$ cat config.mk
export PLATFORM = sky130hd
export DESIGN_NAME = chg_seq
export DESIGN_NICKNAME = d
export VERILOG_FILES = /design/src/rtl/chg_pkg.sv /design/src/rtl/chg_span_cnt.sv /design/src/rtl/chg_ctrl.sv /design/src/rtl/chg_led.sv /design/src/rtl/chg_seq.sv
export SDC_FILE = /design/constraint.sdc
export NUM_CORES = 1
export LEC_CHECK = 0
export ABC_AREA = 1
export CORE_MARGIN = 5
export CORE_UTILIZATION = 30
export CTS_CLUSTER_DIAMETER = 50
export DETAILED_ROUTE_END_ITERATION = 12
export MAX_ROUTING_LAYER = met4
export SKIP_CTS_REPAIR_TIMING = 1
export SLEW_MARGIN = 20
export SYNTH_ARGS = -nofsm -noshare
export SYNTH_HDL_FRONTEND = slang
export SYNTH_SLANG_ARGS = --single-unit
$ cat constraint.sdc
create_clock -name clk -period 4.1 [get_ports clk]
set_clock_uncertainty 0.15 [all_clocks]
set_input_delay 0.82 -clock clk [delete_from_list [all_inputs] [get_ports clk]]
set_output_delay 0.82 -clock clk [all_outputs]
set_load 0.01 [all_outputs]
$ cat src/rtl/chg_pkg.sv
package chg_pkg;
  typedef enum logic [2:0] {
    ST_IDLE     = 3'd0,
    ST_PRECHECK = 3'd1,
    ST_TRICKLE  = 3'd2,
    ST_CC       = 3'd3,
    ST_CV       = 3'd4,
    ST_DONE     = 3'd5,
    ST_IDLECHK  = 3'd6,
    ST_FAULT    = 3'd7
  } chg_state_t;

  function automatic int unsigned max2(input int unsigned a, input int unsigned b);
    return (a > b) ? a : b;
  endfunction
endpackage

$ cat src/rtl/chg_span_cnt.sv
module chg_span_cnt #(
  parameter int W = 8
) (
  input  logic         clk,
  input  logic         rst_n,
  input  logic         clr,
  input  logic         step,
  output logic [W-1:0] cnt
);
  always_ff @(posedge clk or negedge rst_n) begin
    if (!rst_n)    cnt <= '0;
    else if (clr)  cnt <= '0;
    else if (step) cnt <= cnt + 1'b1;
  end
endmodule

$ cat src/rtl/chg_ctrl.sv
module chg_ctrl
  import chg_pkg::*;
#(
  parameter int TRICKLE_TICKS = 1800,
  parameter int PULSE_HI      = 10,
  parameter int PULSE_LO      = 5,
  parameter int PULSE_COUNT   = 15,
  parameter int IDLE_SHORT    = 600,
  parameter int IDLE_LONG     = 900,
  parameter int CW            = 11,
  parameter int PW            = 4
) (
  input  logic          clk,
  input  logic          rst_n,
  input  logic          tick,
  input  logic          bat_present,
  input  logic          supply_ok,
  input  logic          v_above_dead,
  input  logic          v_above_trickle,
  input  logic          v_above_full,
  input  logic          v_above_recharge,
  input  logic          v_above_droop,
  input  logic          i_above_term,
  input  logic          precheck_en,
  input  logic          idlechk_en,
  input  logic          idle_long,
  input  logic [CW-1:0] span,
  input  logic [PW-1:0] pulses,
  output chg_state_t    st,
  output logic          span_clr,
  output logic          span_step,
  output logic          pulse_clr,
  output logic          pulse_step
);
  localparam int PERIOD = PULSE_HI + PULSE_LO;
  localparam logic [CW-1:0] TRK_LAST = CW'(TRICKLE_TICKS - 1);
  localparam logic [CW-1:0] PER_LAST = CW'(PERIOD - 1);
  localparam logic [CW-1:0] IS_LAST  = CW'(IDLE_SHORT - 1);
  localparam logic [CW-1:0] IL_LAST  = CW'(IDLE_LONG - 1);
  localparam logic [PW-1:0] PC_LAST  = PW'(PULSE_COUNT - 1);

  chg_state_t nxt;
  logic       wrap;
  logic [CW-1:0] idle_last;

  assign wrap      = (st == ST_PRECHECK) && tick && (span == PER_LAST);
  assign idle_last = idle_long ? IL_LAST : IS_LAST;

  always_comb begin
    nxt = st;
    unique case (st)
      ST_IDLE: begin
        if (bat_present && supply_ok) begin
          if (precheck_en && !v_above_dead) nxt = ST_PRECHECK;
          else if (!v_above_trickle)        nxt = ST_TRICKLE;
          else                              nxt = ST_CC;
        end
      end
      ST_PRECHECK: begin
        if (wrap && (pulses == PC_LAST)) begin
          if (!v_above_dead)        nxt = ST_FAULT;
          else if (v_above_trickle) nxt = ST_CC;
          else                      nxt = ST_TRICKLE;
        end
      end
      ST_TRICKLE: begin
        if (v_above_trickle)                  nxt = ST_CC;
        else if (tick && (span == TRK_LAST))  nxt = ST_FAULT;
      end
      ST_CC:   if (v_above_full) nxt = ST_CV;
      ST_CV:   if (!i_above_term) nxt = idlechk_en ? ST_IDLECHK : ST_DONE;
      ST_DONE: if (!v_above_recharge) nxt = ST_CC;
      ST_IDLECHK: begin
        if (tick && (span == idle_last)) nxt = v_above_droop ? ST_DONE : ST_FAULT;
      end
      ST_FAULT: nxt = ST_FAULT;
      default:  nxt = ST_IDLE;
    endcase
    if (!bat_present)                        nxt = ST_IDLE;
    else if (!supply_ok && st != ST_FAULT)   nxt = ST_IDLE;
  end

  always_ff @(posedge clk or negedge rst_n) begin
    if (!rst_n) st <= ST_IDLE;
    else        st <= nxt;
  end

  assign span_clr   = (nxt != st) || wrap;
  assign span_step  = tick && ((st == ST_PRECHECK) || (st == ST_TRICKLE) || (st == ST_IDLECHK));
  assign pulse_clr  = (st != ST_PRECHECK);
  assign pulse_step = wrap;
endmodule

$ cat src/rtl/chg_led.sv
module chg_led
  import chg_pkg::*;
(
  input  logic       clk,
  input  logic       rst_n,
  input  logic       tick,
  input  chg_state_t st,
  output logic       led0,
  output logic       led1
);
  logic blink;
  logic charging;
  logic finished;

  always_ff @(posedge clk or negedge rst_n) begin
    if (!rst_n)               blink <= 1'b1;
    else if (st != ST_FAULT)  blink <= 1'b1;
    else if (tick)            blink <= ~blink;
  end

  assign charging = (st == ST_PRECHECK) || (st == ST_TRICKLE) || (st == ST_CC) || (st == ST_CV);
  assign finished = (st == ST_DONE) || (st == ST_IDLECHK);

  assign led0 = (st == ST_FAULT) ? blink : charging;
  assign led1 = (st == ST_FAULT) ? blink : finished;
endmodule

$ cat src/rtl/chg_seq.sv
module chg_seq
  import chg_pkg::*;
#(
  parameter int TRICKLE_TICKS = 1800,
  parameter int PULSE_HI      = 10,
  parameter int PULSE_LO      = 5,
  parameter int PULSE_COUNT   = 15,
  parameter int IDLE_SHORT    = 600,
  parameter int IDLE_LONG     = 900
) (
  input  logic clk,
  input  logic rst_n,
  input  logic tick,
  input  logic bat_present,
  input  logic supply_ok,
  input  logic v_above_dead,
  input  logic v_above_trickle,
  input  logic v_above_full,
  input  logic v_above_recharge,
  input  logic v_above_droop,
  input  logic i_above_term,
  input  logic precheck_en,
  input  logic idlechk_en,
  input  logic idle_long,
  output logic cc_en,
  output logic cv_en,
  output logic trickle_sel,
  output logic pulse_drive,
  output logic led0,
  output logic led1
);
  localparam int SPAN_MAX = max2(max2(TRICKLE_TICKS, PULSE_HI + PULSE_LO),
                                 max2(IDLE_SHORT, IDLE_LONG));
  localparam int CW = $clog2(SPAN_MAX + 1);
  localparam int PW = $clog2(PULSE_COUNT + 1);

  chg_state_t    st;
  logic [CW-1:0] span;
  logic [PW-1:0] pulses;
  logic          span_clr, span_step, pulse_clr, pulse_step;

  chg_ctrl #(
    .TRICKLE_TICKS(TRICKLE_TICKS), .PULSE_HI(PULSE_HI), .PULSE_LO(PULSE_LO),
    .PULSE_COUNT(PULSE_COUNT), .IDLE_SHORT(IDLE_SHORT), .IDLE_LONG(IDLE_LONG),
    .CW(CW), .PW(PW)
  ) u_ctrl (
    .clk(clk), .rst_n(rst_n), .tick(tick),
    .bat_present(bat_present), .supply_ok(supply_ok),
    .v_above_dead(v_above_dead), .v_above_trickle(v_above_trickle),
    .v_above_full(v_above_full), .v_above_recharge(v_above_recharge),
    .v_above_droop(v_above_droop), .i_above_term(i_above_term),
    .precheck_en(precheck_en), .idlechk_en(idlechk_en), .idle_long(idle_long),
    .span(span), .pulses(pulses), .st(st),
    .span_clr(span_clr), .span_step(span_step),
    .pulse_clr(pulse_clr), .pulse_step(pulse_step)
  );

  chg_span_cnt #(.W(CW)) u_span (
    .clk(clk), .rst_n(rst_n), .clr(span_clr), .step(span_step), .cnt(span)
  );

  chg_span_cnt #(.W(PW)) u_pulses (
    .clk(clk), .rst_n(rst_n), .clr(pulse_clr), .step(pulse_step), .cnt(pulses)
  );

  chg_led u_led (
    .clk(clk), .rst_n(rst_n), .tick(tick), .st(st), .led0(led0), .led1(led1)
  );

  assign cc_en       = (st == ST_TRICKLE) || (st == ST_CC);
  assign trickle_sel = (st == ST_TRICKLE);
  assign cv_en       = (st == ST_CV);
  assign pulse_drive = (st == ST_PRECHECK) && (span < CW'(PULSE_HI));
endmodule

Word-level counts from Yosys, hierarchy flattened --
Cells that the tools add are included. W data, S select, Z words.
Cells by class: add/subtract/negate cells 2, magnitude comparators 1, eq/ne operators 14, multiplexer cells 25, bitwise operators 1, reductions and logical operators 23
Operators with widths (count):
- $mux W3 | 12
- $pmux W3 S8 | 1
- $mux W11 | 2
- $eq A3 B3 Y1 const B | 4
- $add A11 B1 Y11 const B | 1
- $eq A11 B11 Y1 | 1
- $eq A11 B11 Y1 const B | 1
- $eq A11 B4 Y1 const B | 1
- $lt A11 B4 Y1 const B | 1
- $logic_and A1 B1 Y1 | 10
- $mux W9 | 1
- $mux W4 | 2
- $logic_or A1 B1 Y1 | 7
- $eq A3 B2 Y1 const B | 2
- $reduce_bool A2 Y1 | 3
- $mux W1 | 5
- $add A4 B1 Y4 const B | 1
- $eq A4 B4 Y1 const B | 1
- $mux W2 | 2
- $eq A3 B1 Y1 const B | 1
- $logic_not A3 Y1 | 1
- $ne A3 B1 Y1 const B | 1
- $ne A3 B3 Y1 | 1
- $ne A3 B3 Y1 const B | 1
- 2 further kinds | 3
Storage, ports and cells: register bits after elaboration 19, input bits 14, output and inout port bits 6, word-level logic and storage cells 70

Depth between registers and ports, before layout --
Gate-level depths: netlist (run 1).
depth after elaboration 11, mapped depth 16, depth with buffers taken out 14

By module --
From an unflattened synthesis (run 1), not the netlist that was laid out.
Unflattened totals: cell total of the unflattened synthesis 276, area, all modules 1644.1 µm²
By module, submodules not included:
- chg_ctrl | instances 1, cells each 136, area an instance 670.6 µm², seq. area each 75.1 µm²
- chg_span_cnt at u_span | instances 1, cells each 82, area an instance 606.8 µm², seq. area each 275.3 µm²
- chg_span_cnt at u_pulses | instances 1, cells each 24, area an instance 201.4 µm², seq. area each 100.1 µm²
- chg_led | instances 1, cells each 14, area an instance 83.8 µm², seq. area each 26.3 µm²
- chg_seq | instances 1, cells each 20, area an instance 81.3 µm², seq. area each 0.0 µm²

Worst setup path before layout (run 1) --
OpenSTA, ideal clock, no wires.
kind register to output, start point register u_ctrl.st[0], end point output port led0, data arrival time 1.063 ns, required time 3.130 ns, path slack 2.067 ns, stages on the path, launching flop included 6, buffers on the path 0, cell sequence dfrtp_1 inv_2 nand2_2 a21oi_1 nor2_1 nand3_1
Between the ends: cells in the longest elaborated chain, start to end 5, elaborated cells on any way between the ends 9, those cells by class eq/ne: 5; mux: 1; reduce/logical: 3
Ends and longest elaborated chain:
- start: declaration | RTL line chg_ctrl.sv:29 | output chg_state_t st,
- start signal: assignment | RTL line chg_ctrl.sv:85 | else st <= nxt;
- $eq A3 B1 Y1 / $eq A3 B2 Y1 (equally long branches) | RTL line chg_led.sv:21 | assign charging = (st == ST_PRECHECK) || (st == ST_TRICKLE) || (st == ST_CC) || (st == ST_CV);
- $logic_or A1 B1 Y1 (3 in a row) | RTL line chg_led.sv:21
- $mux W1 (*) | RTL line chg_led.sv:24 | assign led0 = (st == ST_FAULT) ? blink : charging;
- end: declaration | RTL line chg_seq.sv:29 | output logic led0,
Every way passes the cells marked *; elsewhere a longest branch is shown, timed or not.

Worst setup path after layout (run 1) --
start point register u_ctrl.st[2], end point output port pulse_drive
Between the ends: cells in the longest elaborated chain, start to end 2
Ends and longest elaborated chain:
- $eq A3 B1 Y1 | RTL line chg_seq.sv:73 | assign pulse_drive = (st == ST_PRECHECK) && (span < CW'(PULSE_HI));
- $logic_and A1 B1 Y1 | RTL line chg_seq.sv:73
- end: declaration | RTL line chg_seq.sv:28 | output logic pulse_drive,
No other way between the ends.

==> metrics, run 1 <==
r2r endpoint u_span.cnt[2]$_DFFE_PN0P_; final setup fails 0; clock-pin slew on the worst setup and hold paths 0.07 ns; Fmax achieved 0.350 GHz; Core Area 0.00479 sq mm; global route total overflow 0; DR pass1 iterations 4; Inserted Clock Buffers 3; routed len/inst 11.0 microns; Pwr Density 242 mW/mm^2; reg2reg start u_ctrl.st[2]$_DFF_PN0_; FF-to-FF path depth 13; wire length after detailed routing 3.36 mm; Final Hold Fails 0; clock root cell clkbuf_8; outcome complete, no violations; Crit. End Element output port; Crit path required time 3.13 ns; Synth Cell Area 0.00149 sq mm; Die Width 80.5 microns; total track usage 11.7%; Finished Layout Cells 304; DRC Markers 0; Final nets 256; Place WS 1.08 ns; ranking of synthesized cells by area dfrtp_1, nand2_1, nor2_1; CTS tree done; maxcap violations 0; Critical Path, Cell by Cell inv_4 > nand3_4 > nor2_4 > and3_1 > clkdlybuf4s50_1; family with the most delay on the worst path buffers and inverters; worst path bufs/invs 2; post-synth top area cell dfrtp_1; critical path type reg2out; first-pass GRT wire length 5.74 mm; Placed Cells 300; P_sw 0.000130 W; number of synthesized flops with an enable pin 0; Seq cells post-synth 19; Synth top cells by count nand2_1, nor2_1, inv_1; most frequent cell after synthesis nand2_1; Sink Count 19; Synth top area share 30.2%; post-route ant nets 0; switching share of power 30.2%; Synthesized Nets 236; share of post-route cells with drive strength above 1 15.2%; Setup TNS Final 0 ns; sequential area share after synthesis 32.0%; Mapped Cells 218; Critical Path Fanout Max 9; layout overhead on the synthesized area 19.6%; hold crit path type reg2reg; initial antenna violation count 0; hold_sp u_pulses.cnt[2]$_DFFE_PN0P_; FFs w/ async S/R, synth 100%; Slew @ Worst Pin 0.822 ns; Slew Limit Fails 0; Starting Density 31.1%; r2r setup slk 1.87 ns; # rows 25; Post-Synthesis Mean Instance Area 6.84 sq um; CP Launch Type register; GP Congestion 0.894; crit-path max cell delay 0.54 ns; crit path DAT 1.89 ns; Starting DRT DRC Count 81; Reg power frac 46.9%; minimum clock period 2.86 ns; vias in the first global route 1305; Ys Warns 0; largest net degree at the start of global routing 20; relative slew slack 45.1%; Max Buffers Root-to-Sink 2; CTS H-Tree Depth 1; hpwl dp 2.75 mm; height of the die 80.5 microns; Vias per Instance 4.44; Final Cycle Share 69.7%; internal power 0.000300 W; ys flop type dfrtp_1; clock share of power 30.5%; Combinational Power Share 22.6%; VDD IR-drop max 134 uV; count of input and output buffers 19; Final Worst Setup Slack 1.24 ns; area of the die 0.00648 sq mm; Vias 1349; CP max-delay cell clkdlybuf4s50_1; Synth cell types 28; P_leak 0.806 nW; Clock Latency Late Sink 0.26 ns; RSZ-0062 raised after global routing false; Hold EP u_pulses.cnt[2]$_DFFE_PN0P_; ANT cells 0; # IOs 20; WHS Path Cells 1
==> worst max path at each step <==
stage,start,endpoint,slack (ns),cells past startpoint
5_1_grt,u_ctrl.st[0]$_DFF_PN0_,led0,1.10,7
4_1_cts,u_ctrl.st[0]$_DFF_PN0_,led0,1.22,7
2_1_floorplan,u_ctrl.st[0]$_DFF_PN0_,led0,2.07,5
6_report,u_ctrl.st[2]$_DFF_PN0_,pulse_drive,1.24,5
3_3_place_gp,tick,u_span.cnt[2]$_DFFE_PN0P_,1.14,13
3_5_place_dp,tick,u_span.cnt[2]$_DFFE_PN0P_,1.08,13
==> kinds of logic after synthesis <==
logic type               Yosys count  synth area share (%)
AO/OA/AOI/OAI                     18                  6.04
adder cells (fa/ha/maj)            4                  3.36
AND/OR/NAND/NOR                  132                  42.0
multiplexers                       1                 0.756
XOR/XNOR                          11                  6.46
buffers and inverters             33                  9.40
flip-flops                        19                  32.0
==> power by group through the flow <==
stage                     Clock (W)  Sequential [W]  Combinational, W
after floorplan                   0        0.000203         0.0000656
after global placement            0        0.000205         0.0000987
after detailed placement          0        0.000205         0.0000984
after CTS                  0.000137        0.000202         0.0000991
after global routing       0.000144        0.000203          0.000111
final                      0.000131        0.000202         0.0000976
==> per-stage QoR <==
stage / cell area, sq um / hold slack (ns) / power (W) / util, %
finish: 1780 / 0.337 / 0.000431 / 37.2
global route: 1780 / 0.373 / 0.000458 / 37.2
CTS: 1780 / 0.346 / 0.000438 / 37.2
detailed placement: 1740 / 0.335 / 0.000304 / 36.3
global placement: 1740 / 0.326 / 0.000304 / 36.3
floorplan: 1490 / 0.298 / 0.000269 / -
==> cell usage in the layout, fill, tap and decap left out, drive strengths merged <==
master	n
clkbuf	3
xor2	10
dfstp	1
xnor2	1
and3	2
mux2	1
o21ai	15
nand2	56
ha	4
clkinv	1
nand3	21
clkdlybuf4s50	19
dfrtp	18
a21oi	3
nor3	5
nor2	45
nand4	3
inv	29
==> routing by layer <==
metal  vias to the layer above  wire (microns)  track usage [%]
met5                         -               0                -
li1                        722               -                -
met1                       602            1590             14.4
met3                         5              89             2.47
met2                        20            1620             18.9
met4                         0              60             4.05
==> worst register-to-register path, stage by stage, from the launching register on <==
cell	delay (ns)
dfrtp_1	0.52
inv_4	0.16
nand3_4	0.12
nor2_4	0.11
nand3_2	0.11
nor2_2	0.12
nand2_1	0.05
nand2_1	0.06
nand2_1	0.07
nand2_1	0.07
nand2_1	0.05
nand2_1	0.07
nand3_2	0.28
nor2_1	0.21
==> final cells by class <==
class	count	area (sq um)
multi-input cells	166	873
clock inverters	1	5.00
inverters	29	111
repair buffers	19	190
fillers	505	3000
clock buffers	3	41.3
well taps	67	83.8
flip-flops and latches	19	477
==> state kept, by name, summed over array words and instances, names as in the netlist <==
name and count:
u_span.cnt 11, u_led.blink 1, u_pulses.cnt 4, u_ctrl.st 3
Note: power is estimated with default switching activity, not from simulation.
==> inputs of run 2 (changes only) <==
clock period = 2.8 ns   (was 4.1 ns; I/O delays follow)
==> run 2 against run 1 <==
  * Critical path type unchanged
  * Highest routed layer unchanged
  * Via count increased by 0.96%
  * Count of clock-buffer cells in the layout unchanged
  * Sequential power increased by 47%
  * Largest power group unchanged
  * Worst setup slack got worse by 1.0 ns
  * Flip-flop and latch count unchanged
  * First-iteration DRC count increased by 19%
  * Clock power increased by 47%
==> metrics, run 2 (synthesis gave the netlist of run 1 again) <==
vias in the first global route 1286; # IOs 20; r2r endpoint u_span.cnt[2]$_DFFE_PN0P_; DR pass1 iterations 4; Vias per Instance 4.47; RSZ-0062 raised after global routing false; hold crit path type reg2reg; r2r setup slk 0.59 ns; Starting DRT DRC Count 96; Pwr Density 353 mW/mm^2; # rows 25; Final Cycle Share 92.2%; Inserted Clock Buffers 3; Hold Slack 0.339 ns; most common cell after layout, fill and taps aside nand2_1; max reg flops 11; CP max-delay cell clkdlybuf4s50_1; Sink Count 19; Critical Path Fanout Max 7; clock root cell clkbuf_8; Hold EP u_pulses.cnt[2]$_DFFE_PN0P_; GP Congestion 0.889; Largest regs u_span.cnt (11), u_pulses.cnt (4), u_ctrl.st (3); worst path bufs/invs 3; Vias 1362; Core Area 0.00479 sq mm; final setup fails 0; outcome complete, no violations; relative slew slack 75.4%; minimum clock period 2.58 ns; Final Hold Fails 0; crit-path max cell delay 0.54 ns; reg2reg start u_ctrl.st[2]$_DFF_PN0_; area of the die 0.00648 sq mm; largest net degree at the start of global routing 20; family with the most delay on the worst path buffers and inverters; initial antenna violation count 0; post-route ant nets 0; count of input and output buffers 19; CTS tree done; CP Launch Type register; Final nets 257; Max Buffers Root-to-Sink 2; routed len/inst 11.1 microns; WHS Path Cells 1; VDD IR-drop max 167 uV; CTS H-Tree Depth 1; hpwl dp 2.79 mm; Slew @ Worst Pin 0.369 ns; hold_sp u_pulses.cnt[2]$_DFFE_PN0P_; Setup TNS Final 0 ns; FF-to-FF path depth 13; DRC Markers 0; crit path DAT 1.87 ns; total track usage 11.7%; global route total overflow 0; maxcap violations 0; wire length after detailed routing 3.40 mm; Die Width 80.5 microns; critical path type reg2out; clock-pin slew on the worst setup and hold paths 0.07 ns; Clock Latency Late Sink 0.26 ns; Starting Density 31.1%; share of post-route cells with drive strength above 1 15.5%; Place WS 0.0511 ns; Crit. End Element output port; Fmax achieved 0.387 GHz; layout overhead on the synthesized area 20.1%; Critical Path, Cell by Cell nand2_1 > inv_2 > nand2_2 > inv_2 > nand2_1 > nand3_1 > clkdlybuf4s50_1; Slew Limit Fails 0; Biggest register u_span.cnt; Final Worst Setup Slack 0.218 ns; Crit path required time 2.09 ns; height of the die 80.5 microns; most frequent cells in the layout nand2_1, nor2_1, inv_1, clkdlybuf4s50_1; ANT cells 0; first-pass GRT wire length 5.83 mm; P_leak 0.811 nW
-- run 2: area by class of cell --
| cell class | instances | area [sq um] |
|---|---|---|
| Fill cell | 510 | 3000 |
| Inverter | 29 | 111 |
| Timing Repair Buffer | 20 | 198 |
| Clock buffer | 3 | 41.3 |
| Sequential cell | 19 | 477 |
| Tap cell | 67 | 83.8 |
| Clock inverter | 1 | 5.00 |
| Multi-Input combinational cell | 166 | 873 |
-- run 2: worst reg2reg max path, delay by kind of cell, from the launching register on --
kind                   cells  cell delay (ns)
and+or+nand+nor           12             1.32
buffers and inverters      1             0.15
DFF                        1             0.51
-- run 2: worst max path at each step --
stage,from,endpoint,slack [ns],cells past startpoint
floorplan,u_span.cnt[0]$_DFFE_PN0P_,u_span.cnt[1]$_DFFE_PN0P_,1.01,15
global placement,tick,u_span.cnt[2]$_DFFE_PN0P_,0.10,13
detailed placement,tick,u_span.cnt[2]$_DFFE_PN0P_,0.05,13
CTS,u_ctrl.st[0]$_DFF_PN0_,led0,0.20,7
global route,u_ctrl.st[0]$_DFF_PN0_,led0,0.04,7
finish,u_ctrl.st[0]$_DFF_PN0_,led0,0.22,7
-- run 2: layer usage --
metal  GRT usage [%]  routed length, microns  vias to the layer above  part of all wire (%)
met2            19.2                    1690                       18                    50
met4            4.05                      56                        0                   1.6
met5               -                       0                        -                     0
met1            14.9                    1580                      614                    47
met3            1.46                      73                        5                   2.1
li1                -                       -                      725                     -
-- run 2: stage by stage --
stage                     util (%)  total power [W]  instances  instance area, sq um
after global placement        36.4         0.000446        301                  1740
after detailed placement      36.4         0.000446        301                  1740
after global routing          37.4         0.000672        305                  1790
after floorplan                  -         0.000394        218                  1490
after CTS                     37.4         0.000650        305                  1790
final                         37.4         0.000632        305                  1790
-- run 2: report_power, final --
group          total (W)  switching [W]  internal, W
clock           0.000193      0.0000942    0.0000991
combinational   0.000143      0.0000845    0.0000587
sequential      0.000296      0.0000128     0.000283
total           0.000632       0.000191     0.000441
==> inputs of run 3 (changes only) <==
CORE_MARGIN = 1   (was 5)
clock period = 3.2 ns   (was 2.8 ns; I/O delays follow)
==> run 3 against run 2 <==
  * Worst setup slack gained 0.29 ns
  * Non-clock buffer count shrank 1
  * Critical path depth shrank 2
  * Register-to-register slack gained 0.41 ns
  * Core utilization grew 0.062 points
  * Flip-flop and latch count is the same
  * Via count grew 0.95%
  * Worst hold slack gained 0.0050 ns
  * Count of clock-buffer cells in the layout grew 1
  * Largest cell class unchanged
==> metrics, run 3 (synthesis gave the netlist of run 1 again) <==
outcome complete, no violations; crit path DAT 1.90 ns; Combinational Power Share 22.6%; vias in the first global route 1325; final setup fails 0; initial antenna violation count 0; Reg power frac 46.4%; max reg flops 11; Final Hold Fails 0; P_sw 0.000171 W; Crit. End Element output port; maxcap violations 0; Pwr Density 313 mW/mm^2; Die Width 72.5 microns; clock root cell clkbuf_8; first-pass GRT wire length 5.93 mm; critical path type reg2out; hold_sp u_pulses.cnt[2]$_DFFE_PN0P_; Core Area 0.00475 sq mm; Fmax achieved 0.371 GHz; Max Buffers Root-to-Sink 2; Setup TNS Final 0 ns; clock-pin slew on the worst setup and hold paths 0.07 ns; routed len/inst 11.0 microns; clock share of power 31.0%; minimum clock period 2.69 ns; Final nets 256; Inserted Clock Buffers 3; Vias per Instance 4.52; post-route ant nets 0; total track usage 15.1%; share of post-route cells with drive strength above 1 14.8%; Register Area 477 sq um; # rows 25; GP Congestion 0.885; RSZ-0062 raised after global routing false; CP Launch Type register; count of input and output buffers 19; area occupied by multi-input gates 873 sq um; largest net degree at the start of global routing 20; Slew Limit Fails 0; reg2reg start u_ctrl.st[2]$_DFF_PN0_; Biggest register u_span.cnt; Placed Cells 300; # IOs 20; Finished Layout Cells 304; wire length after detailed routing 3.34 mm; area of the die 0.00525 sq mm; Crit path required time 2.41 ns; Starting DRT DRC Count 143; Fillers 525; Final Cycle Share 84.1%; Sink Count 19; layout overhead on the synthesized area 19.5%; Critical Path Fanout Max 9; relative slew slack 42.5%; P_leak 0.804 nW; Pwr Total 0.000557 W; ANT cells 0; internal power 0.000387 W; hold crit path type reg2reg; Clock Latency Late Sink 0.26 ns; VDD IR-drop max 116 uV; CTS H-Tree Depth 1; global route total overflow 0; CTS tree done; Largest regs u_span.cnt (11), u_pulses.cnt (4), u_ctrl.st (3); Setup crit start u_ctrl.st[2]$_DFF_PN0_; Vias 1375; DR pass1 iterations 4; switching share of power 30.6%; height of the die 72.5 microns; most frequent cells in the layout nand2_1, nor2_1, inv_1, clkdlybuf4s50_1; Slew @ Worst Pin 0.860 ns; most common cell after layout, fill and taps aside nand2_1; DRC Markers 0; Starting Density 31.3%; hpwl dp 2.64 mm
==> run 3: metal layers <==
layer	global-route usage, %	vias up	wire [microns]
met3	2.22	7	176
met1	20.6	607	1620
li1	-	721	-
met4	6.10	0	60
met2	22.2	40	1490
met5	-	-	0
==> run 3: cell type report <==
| cell class | instances | area share (%) |
|---|---|---|
| Multi-Input combinational cell | 166 | 49.1 |
| Tap cell | 67 | 4.71 |
| Clock buffer | 4 | 2.53 |
| Inverter | 29 | 6.25 |
| Sequential cell | 19 | 26.8 |
| Timing Repair Buffer | 19 | 10.7 |
==> run 3: critical path, stage by stage (launching register included) <==
cell and delay, ns:
dfrtp_1 0.52, inv_4 0.15, nand3_4 0.12, nor2_4 0.11
and3_1 0.19, clkdlybuf4s50_1 0.54
==> run 3: worst paths after layout <==
check	endpoint	slack, ns	cells past startpoint
min	u_pulses.cnt[2]$_DFFE_PN0P_	0.34	1
min reg2reg	u_pulses.cnt[2]$_DFFE_PN0P_	0.34	1
max in group asynchronous	u_ctrl.st[0]$_DFF_PN0_	1.65	1
max	pulse_drive	0.51	5
min in group asynchronous	u_span.cnt[6]$_DFFE_PN0P_	0.72	1
max reg2reg	u_span.cnt[2]$_DFFE_PN0P_	1.00	13
==> run 3: metrics by stage <==
step	util (%)	setup WS [ns]	instance area (sq um)	hold slack, ns
global route	37.4	0.397	1780	0.384
floorplan	-	1.35	1490	0.194
finish	37.4	0.508	1780	0.344
CTS	37.4	0.501	1780	0.345
global placement	36.5	0.413	1740	0.327
detailed placement	36.5	0.404	1740	0.334
==> run 3: power groups by stage <==
| stage | Clock, W | Combinational [W] | Sequential, W |
|---|---|---|---|
| 2_1_floorplan | 0 | 0.0000840 | 0.000260 |
| 3_3_place_gp | 0 | 0.000128 | 0.000263 |
| 3_5_place_dp | 0 | 0.000127 | 0.000263 |
| 4_1_cts | 0.000182 | 0.000128 | 0.000258 |
| 5_1_grt | 0.000189 | 0.000145 | 0.000260 |
| 6_report | 0.000173 | 0.000126 | 0.000259 |
